[config.mk]
export PLATFORM = sky130hd
export DESIGN_NAME = supply_reset_seq
export DESIGN_NICKNAME = d
export VERILOG_FILES = /design/src/rtl/supsup_pkg.sv /design/src/rtl/supsup_sync.sv /design/src/rtl/supsup_hold_timer.sv /design/src/rtl/supsup_flags.sv /design/src/rtl/supply_reset_seq.sv
export SDC_FILE = /design/constraint.sdc
export NUM_CORES = 1
export LEC_CHECK = 0
export BUFFER_PORTS_ARGS = -buffer_cell sky130_fd_sc_hd__buf_2
export CAP_MARGIN = 20
export CORE_MARGIN = 1.5
export CORE_UTILIZATION = 50
export DETAILED_ROUTE_END_ITERATION = 10
export GPL_TIMING_DRIVEN = 0
export PLACE_DENSITY = 0.69
export SLEW_MARGIN = 20
export SYNTH_ARGS = -nofsm -noshare
export SYNTH_HDL_FRONTEND = slang
export SYNTH_SLANG_ARGS = --single-unit
[constraint.sdc]
create_clock -name clk -period 2.38 [get_ports clk]
set_input_delay 0.238 -clock clk [delete_from_list [all_inputs] [get_ports clk]]
set_output_delay 0.238 -clock clk [all_outputs]
set_load 0.01 [all_outputs]
[src/rtl/supsup_pkg.sv]
package supsup_pkg;

    // Synchronized monitor levels, one bit per comparator channel.
    typedef struct packed {
        logic cp_low;
        logic main_low;
    } mon_t;

    localparam int MON_CHANNELS = $bits(mon_t);

    // Phase of the reset hold window.
    typedef enum logic [1:0] {
        PH_HELD   = 2'd0,
        PH_COUNT  = 2'd1,
        PH_DONE   = 2'd2
    } hold_phase_t;

    // Sticky flag update: the live condition sets it, a read clears it.
    function automatic logic sticky_next(logic flag, logic cond, logic rd);
        return cond | (flag & ~rd);
    endfunction

endpackage

[src/rtl/supsup_sync.sv]
module supsup_sync #(
    parameter int STAGES = 2,
    parameter int WIDTH  = 2
) (
    input  logic             clk,
    input  logic             rst,
    input  logic [WIDTH-1:0] d_async,
    output logic [WIDTH-1:0] q_sync
);
    genvar b;
    generate
        for (b = 0; b < WIDTH; b++) begin : g_bit
            logic [STAGES-1:0] chain;
            always_ff @(posedge clk) begin
                if (rst) begin
                    chain <= '0;
                end else if (STAGES == 1) begin
                    chain[0] <= d_async[b];
                end else begin
                    chain <= {chain[STAGES-2:0], d_async[b]};
                end
            end
            assign q_sync[b] = chain[STAGES-1];
        end
    endgenerate
endmodule

[src/rtl/supsup_hold_timer.sv]
module supsup_hold_timer
    import supsup_pkg::*;
#(
    parameter int HOLD_CYCLES = 49152
) (
    input  logic clk,
    input  logic rst,
    input  logic supply_low,
    output logic release_ok
);
    localparam int CW = (HOLD_CYCLES > 1) ? $clog2(HOLD_CYCLES) : 1;
    localparam logic [CW-1:0] LAST = CW'(HOLD_CYCLES - 1);

    hold_phase_t      phase;
    logic [CW-1:0]    cnt;

    always_ff @(posedge clk) begin
        if (rst) begin
            phase <= PH_COUNT;
            cnt   <= '0;
        end else if (supply_low) begin
            phase <= PH_HELD;
            cnt   <= '0;
        end else begin
            unique case (phase)
                PH_HELD: begin
                    // first good edge counts as the first of the window
                    if (LAST == '0) begin
                        phase <= PH_DONE;
                    end else begin
                        phase <= PH_COUNT;
                        cnt   <= CW'(1);
                    end
                end
                PH_COUNT: begin
                    if (cnt == LAST) begin
                        phase <= PH_DONE;
                    end else begin
                        cnt <= cnt + CW'(1);
                    end
                end
                default: phase <= PH_DONE;
            endcase
        end
    end

    assign release_ok = (phase == PH_DONE);
endmodule

[src/rtl/supsup_flags.sv]
module supsup_flags
    import supsup_pkg::*;
(
    input  logic clk,
    input  logic rst,
    input  mon_t cond,
    input  logic rd,
    output mon_t flags
);
    always_ff @(posedge clk) begin
        if (rst) begin
            flags <= '0;
        end else begin
            flags.main_low <= sticky_next(flags.main_low, cond.main_low, rd);
            flags.cp_low   <= sticky_next(flags.cp_low, cond.cp_low, rd);
        end
    end
endmodule

[src/rtl/supply_reset_seq.sv]
module supply_reset_seq
    import supsup_pkg::*;
#(
    parameter int HOLD_CYCLES = 49152,
    parameter int SYNC_STAGES = 2
) (
    input  logic clk,
    input  logic rst,
    input  logic main_low_in,
    input  logic cp_low_in,
    input  logic hyst_sel,
    input  logic status_rd,
    output logic rst_n_out,
    output logic uv_main_flag,
    output logic uv_cp_flag,
    output logic cp_irq_src,
    output logic hyst_out
);
    mon_t raw_mon;
    mon_t sync_mon;
    mon_t flag_q;
    logic release_ok;
    logic hyst_q;

    assign raw_mon.main_low = main_low_in;
    assign raw_mon.cp_low   = cp_low_in;

    supsup_sync #(
        .STAGES (SYNC_STAGES),
        .WIDTH  (MON_CHANNELS)
    ) u_sync (
        .clk     (clk),
        .rst     (rst),
        .d_async (raw_mon),
        .q_sync  (sync_mon)
    );

    supsup_hold_timer #(
        .HOLD_CYCLES (HOLD_CYCLES)
    ) u_timer (
        .clk        (clk),
        .rst        (rst),
        .supply_low (sync_mon.main_low),
        .release_ok (release_ok)
    );

    supsup_flags u_flags (
        .clk   (clk),
        .rst   (rst),
        .cond  (sync_mon),
        .rd    (status_rd),
        .flags (flag_q)
    );

    always_ff @(posedge clk) begin
        if (rst) hyst_q <= 1'b0;
        else     hyst_q <= hyst_sel;
    end

    // reset drops in the same cycle the synchronized report goes high
    assign rst_n_out    = release_ok & ~sync_mon.main_low;
    assign uv_main_flag = flag_q.main_low;
    assign uv_cp_flag   = flag_q.cp_low;
    assign cp_irq_src   = sync_mon.cp_low;
    assign hyst_out     = hyst_q;
endmodule

==> results.sh, run 1 <==
export IMPL_status="finished clean"
export IMPL_drtIter0Drc=19
export IMPL_vias_per_cell=5.79
export IMPL_setup_viol=0
export IMPL_p_sw_uw=174
export IMPL_r2r_slack_ns=0.51
export IMPL_p_seq_frac=0.635
export IMPL_post_route_period_util=0.787
export IMPL_place_hpwl_um=1750
export IMPL_p_clk_frac=0.289
export IMPL_synth_cell_types=46
export IMPL_endpoint_kind="flip-flop"
export IMPL_ys_seq_area_frac=0.402
export IMPL_drcViolationCount=0
export IMPL_ant_nets=0
export IMPL_track_usage=0.209
export IMPL_timing_fmax_ghz=0.534
export IMPL_synthesis_area_mm2=0.00125
export IMPL_synth_nets=143
export IMPL_tns_ns=0
export IMPL_final_area_mm2=0.00136
export IMPL_worstMarginPinSlew_ns=0.351
export IMPL_clkSinkCount=25
export IMPL_vdd_drop_max_v=0.000470
export IMPL_clk_pin_slew_ns=0.15
export IMPL_htreeDepth=1
export IMPL_vias=1024
export IMPL_instances_no_fill=177
export IMPL_drv_slew=0
export IMPL_place_inst=173
export IMPL_path_class="flip-flop to flip-flop"
export IMPL_synth_ff_latch_count=25
export IMPL_totalWireLength_um=2490
export IMPL_reg2regPathDepth=8
export IMPL_cts_resized_gates=0
export IMPL_critPathLaunchType="flip-flop"
export IMPL_die_h_um=52.9
export IMPL_nFillCells=209
export IMPL_cts_buffers=3
export IMPL_first_pass_iters=4
export IMPL_portBuffers=9
export IMPL_num_rows=17
export IMPL_grt_overflow_total=0
export IMPL_finalHoldViolCount=0
export IMPL_drv_cap=0
export IMPL_initial_core_util=0.548
export IMPL_sw_frac_of_total=0.253
export IMPL_cts_setup_buffers=0
export IMPL_antenna_cells=0
export IMPL_gp_congestion=0.778
export IMPL_routedWlPerCell_um=14.1
export IMPL_power_density_mw_per_mm2=508
export IMPL_io_pins=11
export IMPL_holdWs_ns=0.103
export IMPL_place_area_mm2=0.00133
export IMPL_grt_start_max_net_pins=16
export IMPL_synthCells=136
export IMPL_drive_gt1_frac=0.195
export IMPL_finalNetCount=157
export IMPL_syn_avg_cell_area_um2=9.16
export IMPL_core_mm2=0.00228
export IMPL_cts_tree="built"
export IMPL_startpoint="u_timer.cnt[0]$_SDFFE_PP0P_"
export IMPL_grt_pass1_vias=880
export IMPL_cts_root_buffer="clkbuf_4"
export IMPL_fin_total_pwr_uw=689
export IMPL_fin_crit_ns=1.87
export IMPL_dieWidth_um=52.9
export IMPL_crit_end="u_timer.cnt[6]$_SDFFE_PP0P_"
export IMPL_relSlewSlack=0.765
export IMPL_cp_required_ns=2.60
export IMPL_leakagePower_uw=0.000567
export IMPL_die_area_mm2=0.00280
export IMPL_arrival_ns=2.10
export IMPL_cts_hold_buf=0
export IMPL_clk_latency_ns=0.33
export IMPL_r2r_start="u_timer.cnt[0]$_SDFFE_PP0P_"
export IMPL_fin_skew_ns=0.0156
export IMPL_power_frac_comb=0.076
export IMPL_rsz0062_at_grt="no"
export IMPL_r2r_end="u_timer.cnt[6]$_SDFFE_PP0P_"
export IMPL_hold_class="input port to flip-flop"
export IMPL_grt_pass1_wl_um=4180
export IMPL_antenna_found_initial=0
export IMPL_ys_warnings_count=0
export IMPL_worstPathMaxFanout=9
export IMPL_p_int_uw=515
export IMPL_area_growth_pct=8.84
export IMPL_cts_buffer_depth=2
critical path, stage by stage (launching register included):
cell	delay, ns
dfxtp_1	0.39
ha_1	0.26
and4_4	0.20
buf_6	0.12
a41o_1	0.21
buf_6	0.15
nand2_8	0.09
inv_6	0.04
a211o_1	0.28
registers in the layout, indices dropped and copies added, names as in the netlist:
signal,flops
hyst_out,1
u_flags.flags,2
u_sync.g_bit.chain,4
u_timer.cnt,16
u_timer.phase,2
per-layer routing:
metal / vias up / track usage / share of wire
li1: 515 / - / -
met1: 483 / 0.284 / 0.47
met2: 20 / 0.323 / 0.48
met3: 6 / 0.0367 / 0.029
met4: 0 / 0.0940 / 0.023
met5: - / 0 / 0
power by group through the flow:
stage               Clock (uW)  Combinational [uW]  Sequential (uW)
floorplan                    0                37.3              446
global placement             0                51.3              446
detailed placement           0                52.3              447
CTS                        205                52.6              438
global route               227                57.9              439
finish                     199                52.3              438
worst min path at each step:
stage                                              startpoint                                  end  slack (ns)  cells after the start
after floorplan                                      hyst_sel                  hyst_out$_SDFF_PP0_        0.37                      1
after global placement    u_sync.g_bit[1].chain[0]$_SDFF_PP0_  u_sync.g_bit[1].chain[1]$_SDFF_PP0_        0.42                      1
after detailed placement  u_sync.g_bit[0].chain[0]$_SDFF_PP0_  u_sync.g_bit[0].chain[1]$_SDFF_PP0_        0.43                      1
after CTS                                         main_low_in  u_sync.g_bit[0].chain[0]$_SDFF_PP0_         0.1                      2
after global routing                                cp_low_in  u_sync.g_bit[1].chain[0]$_SDFF_PP0_        0.08                      2
final                                             main_low_in  u_sync.g_bit[0].chain[0]$_SDFF_PP0_        0.10                      2
cell type report:
cell class,count,area [um2],share of cell area
clock buffers,3,22.5,0.0166
flip-flops and latches,25,500,0.369
inverters,6,27.5,0.0203
plain buffers,5,46.3,0.0341
repair buffers,9,45.0,0.0332
well taps,28,35.0,0.0258
clock inverters,1,7.51,0.00554
multi-input cells,100,672,0.495
placed cells by master (no fill, tap or decap), types with 2 or more instances in the layout:
cell      Yosys  routed
dfxtp_1      25      25
nand2_1      13      13
nand3_1      12      12
nor2_1       11      11
buf_2         1      10
nor2b_1       6       6
o21ai_0       6       6
a22o_1        6       6
inv_1         5       5
a21oi_1       4       4
buf_6         3       3
nand4_1       3       3
nor4_1        3       3
and3_1        3       3
clkbuf_4      0       3
and2_1        2       2
nor3_1        2       2
mux2i_1       2       2
cell usage after synthesis, drive strengths merged:
cell,count,area share
and3b,1,0.0070
and4,1,0.0090
a22oi,1,0.0060
o211a,1,0.0080
o21ai,6,0.024
and3,3,0.015
nand2,14,0.055
a22o,6,0.042
mux2i,2,0.016
dfxtp,25,0.40
nor3,2,0.0080
a21oi,5,0.023
o2bb2ai,1,0.0070
buf,5,0.037
a41o,1,0.0080
a21boi,2,0.012
o31a,1,0.0070
nand4,4,0.025
nor4,3,0.015
or3,1,0.0050
nor3b,2,0.016
a2111oi,1,0.022
nor2,13,0.058
nor2b,6,0.030
o21bai,1,0.0060
xnor2,1,0.0070
xor2,1,0.0070
a31oi,1,0.0050
ha,1,0.010
nand3,12,0.048
and2,4,0.023
a211o,1,0.0070
inv,6,0.022
a21o,1,0.0060
stage by stage:
step                      worst slack [ns]   util
after detailed placement             0.542  0.583
final                                0.506  0.596
after CTS                            0.502  0.596
after floorplan                      0.674      -
after global routing                 0.434  0.596
after global placement               0.558  0.583
logic make-up (layout without fill, tap and decap cells):
logic type / after synthesis / count (layout) / share of synthesized area
fa+ha+maj: 1 / 1 / 0.0100
xor+xnor: 2 / 2 / 0.0141
buf+inv: 11 / 24 / 0.0592
mux: 2 / 2 / 0.0161
compound gates: 29 / 29 / 0.184
simple gates: 66 / 66 / 0.315
flops: 25 / 25 / 0.402
Power figures use the tool's default switching activity.
==> run 2, diff against run 1 <==
--- a/config.mk
+++ b/config.mk
@@ -11,7 +11,7 @@
 export CORE_UTILIZATION = 50
 export DETAILED_ROUTE_END_ITERATION = 10
 export GPL_TIMING_DRIVEN = 0
-export PLACE_DENSITY = 0.69
+export PLACE_DENSITY = 0.71
 export SLEW_MARGIN = 20
 export SYNTH_ARGS = -nofsm -noshare
 export SYNTH_HDL_FRONTEND = slang
==> constraint.sdc (replaced) <==
create_clock -name clk -period 1.67 [get_ports clk]
set_input_delay 0.167 -clock clk [delete_from_list [all_inputs] [get_ports clk]]
set_output_delay 0.167 -clock clk [all_outputs]
set_load 0.01 [all_outputs]
==> run 2 against run 1 <==
Net effect: clock power increased by 51%; register-to-register slack got worse by 0.41 ns; total power increased by 48%; design area increased by 7.9%; first-iteration DRC count increased by 26%; critical endpoint unchanged; largest power group unchanged.
==> results.sh, run 2 (synthesis gave the netlist of run 1 again) <==
export IMPL_status="finished clean"
export IMPL_path_class="flip-flop to flip-flop"
export IMPL_final_cell_mix="dfxtp_1 (16), nand2_1 (13), nand3_1 (11), nor2_1 (11)"
export IMPL_postLayoutCoreUtil=0.643
export IMPL_leakagePower_uw=0.000621
export IMPL_clkSinkCount=25
export IMPL_use_met3=0.0650
export IMPL_met2_usage=0.358
export IMPL_antenna_cells=0
export IMPL_cts_buffers=3
export IMPL_grt_start_max_net_pins=17
export IMPL_worstPathMaxFanout=6
export IMPL_vdd_drop_max_v=0.000800
export IMPL_vias_per_cell=5.72
export IMPL_worstMarginPinSlew_ns=0.372
export IMPL_place_hpwl_um=1770
export IMPL_post_route_period_util=0.945
export IMPL_place_ws_ns=-0.138
export IMPL_worst_slack_ns=0.0919
export IMPL_portBuffers=9
export IMPL_finalNetCount=166
export IMPL_clk_latency_ns=0.33
export IMPL_reg_largest_list="u_timer.cnt x16, u_sync.g_bit.chain x4"
export IMPL_hold_class="input port to flip-flop"
export IMPL_busiest_layer="met2"
export IMPL_tns_ns=0
export IMPL_cts_buffer_depth=2
export IMPL_drive_gt1_frac=0.316
export IMPL_cts_tree="built"
export IMPL_cp_required_ns=1.91
export IMPL_first_pass_iters=4
export IMPL_track_usage=0.209
export IMPL_largest_reg_flops=16
export IMPL_die_h_um=52.9
export IMPL_die_area_mm2=0.00280
export IMPL_grt_pass1_wl_um=4190
export IMPL_initial_core_util=0.548
export IMPL_clk_pin_slew_ns=0.15
export IMPL_grt_overflow_total=0
export IMPL_antenna_found_initial=0
export IMPL_holdWs_ns=0.0293
export IMPL_fin_total_pwr_uw=1020
export IMPL_cts_root_buffer="clkbuf_4"
export IMPL_num_rows=17
export IMPL_ant_nets=0
export IMPL_grtUsageMet1=0.248
export IMPL_regMostFlops="u_timer.cnt"
export IMPL_gp_congestion=0.760
export IMPL_timing_fmax_ghz=0.634
export IMPL_rsz0062_at_grt="no"
export IMPL_relSlewSlack=0.751
export IMPL_fin_skew_ns=0.00214
export IMPL_dieWidth_um=52.9
export IMPL_htreeDepth=1
export IMPL_fin_crit_ns=1.58
export IMPL_arrival_ns=1.81
export IMPL_io_pins=11
export IMPL_final_common_cell="dfxtp_1"
export IMPL_core_mm2=0.00228
export IMPL_finalHoldViolCount=0
export IMPL_drcViolationCount=0
export IMPL_totalWireLength_um=2650
export IMPL_grt_pass1_vias=927
export IMPL_drv_cap=0
export IMPL_setup_viol=0
export IMPL_routedWlPerCell_um=14.3
export IMPL_critPathLaunchType="flip-flop"
export IMPL_area_growth_pct=17.5
export IMPL_drv_slew=0
export IMPL_endpoint_kind="flip-flop"
export IMPL_power_density_mw_per_mm2=696
export IMPL_drtIter0Drc=24
export IMPL_vias=1064
==> run 2: worst paths after layout <==
kind,to,cells after the start,start,slack (ns)
worst min-delay path,hyst_out$_SDFF_PP0_,2,hyst_sel,0.03
worst min register to register,u_sync.g_bit[1].chain[1]$_SDFF_PP0_,1,u_sync.g_bit[1].chain[0]$_SDFF_PP0_,0.46
worst max-delay path,u_timer.cnt[6]$_SDFFE_PP0P_,7,u_timer.cnt[0]$_SDFFE_PP0P_,0.09
worst max register to register,u_timer.cnt[6]$_SDFFE_PP0P_,7,u_timer.cnt[0]$_SDFFE_PP0P_,0.09
==> run 2: area by class of cell <==
cell class,count,area [um2]
fillers,200,812
multi-input cells,100,694
flip-flops and latches,25,517
repair buffers,19,120
plain buffers,4,38.8
well taps,28,35.0
inverters,6,27.5
clock buffers,3,22.5
clock inverters,1,8.76
==> run 2: where the power goes <==
part / total [uW] / switching, uW / leakage (uW) / internal (uW)
clock network: 300 / 202 / 0.0000183 / 97.8
logic: 97.6 / 52.5 / 0.000395 / 45.2
registers: 622 / 11.7 / 0.000208 / 611
==> run 2: worst max-delay path, cell delays in order, from the launching register on <==
cell,delay (ns)
dfxtp_4,0.38
ha_4,0.15
and4_4,0.21
a41o_1,0.19
buf_6,0.15
nand2_8,0.07
inv_6,0.04
a211o_1,0.29
==> run 2: metal layers <==
metal / vias up / part of all wire / wire (um)
met5: - / 0 / 0
met1: 514 / 0.48 / 1270
li1: 530 / - / -
met4: 0 / 0.0064 / 17
met2: 18 / 0.49 / 1290
met3: 2 / 0.029 / 77
==> run 2: metrics by stage <==
step / instance area [um2] / cells
after floorplan: 1250 / 136
after global placement: 1330 / 173
after detailed placement: 1330 / 173
after CTS: 1440 / 184
after global routing: 1460 / 186
final: 1460 / 186
==> run 2: what timing repair did <==
| action | in CTS | in global routing |
|---|---|---|
| resized for setup | 6 | 9 |
| pin swaps | 3 | 5 |
| gates cloned | 0 | 0 |
| setup buffers | 7 | 3 |
| endpoints found under the setup margin | 16 | 10 |
| hold buffers | 0 | 0 |
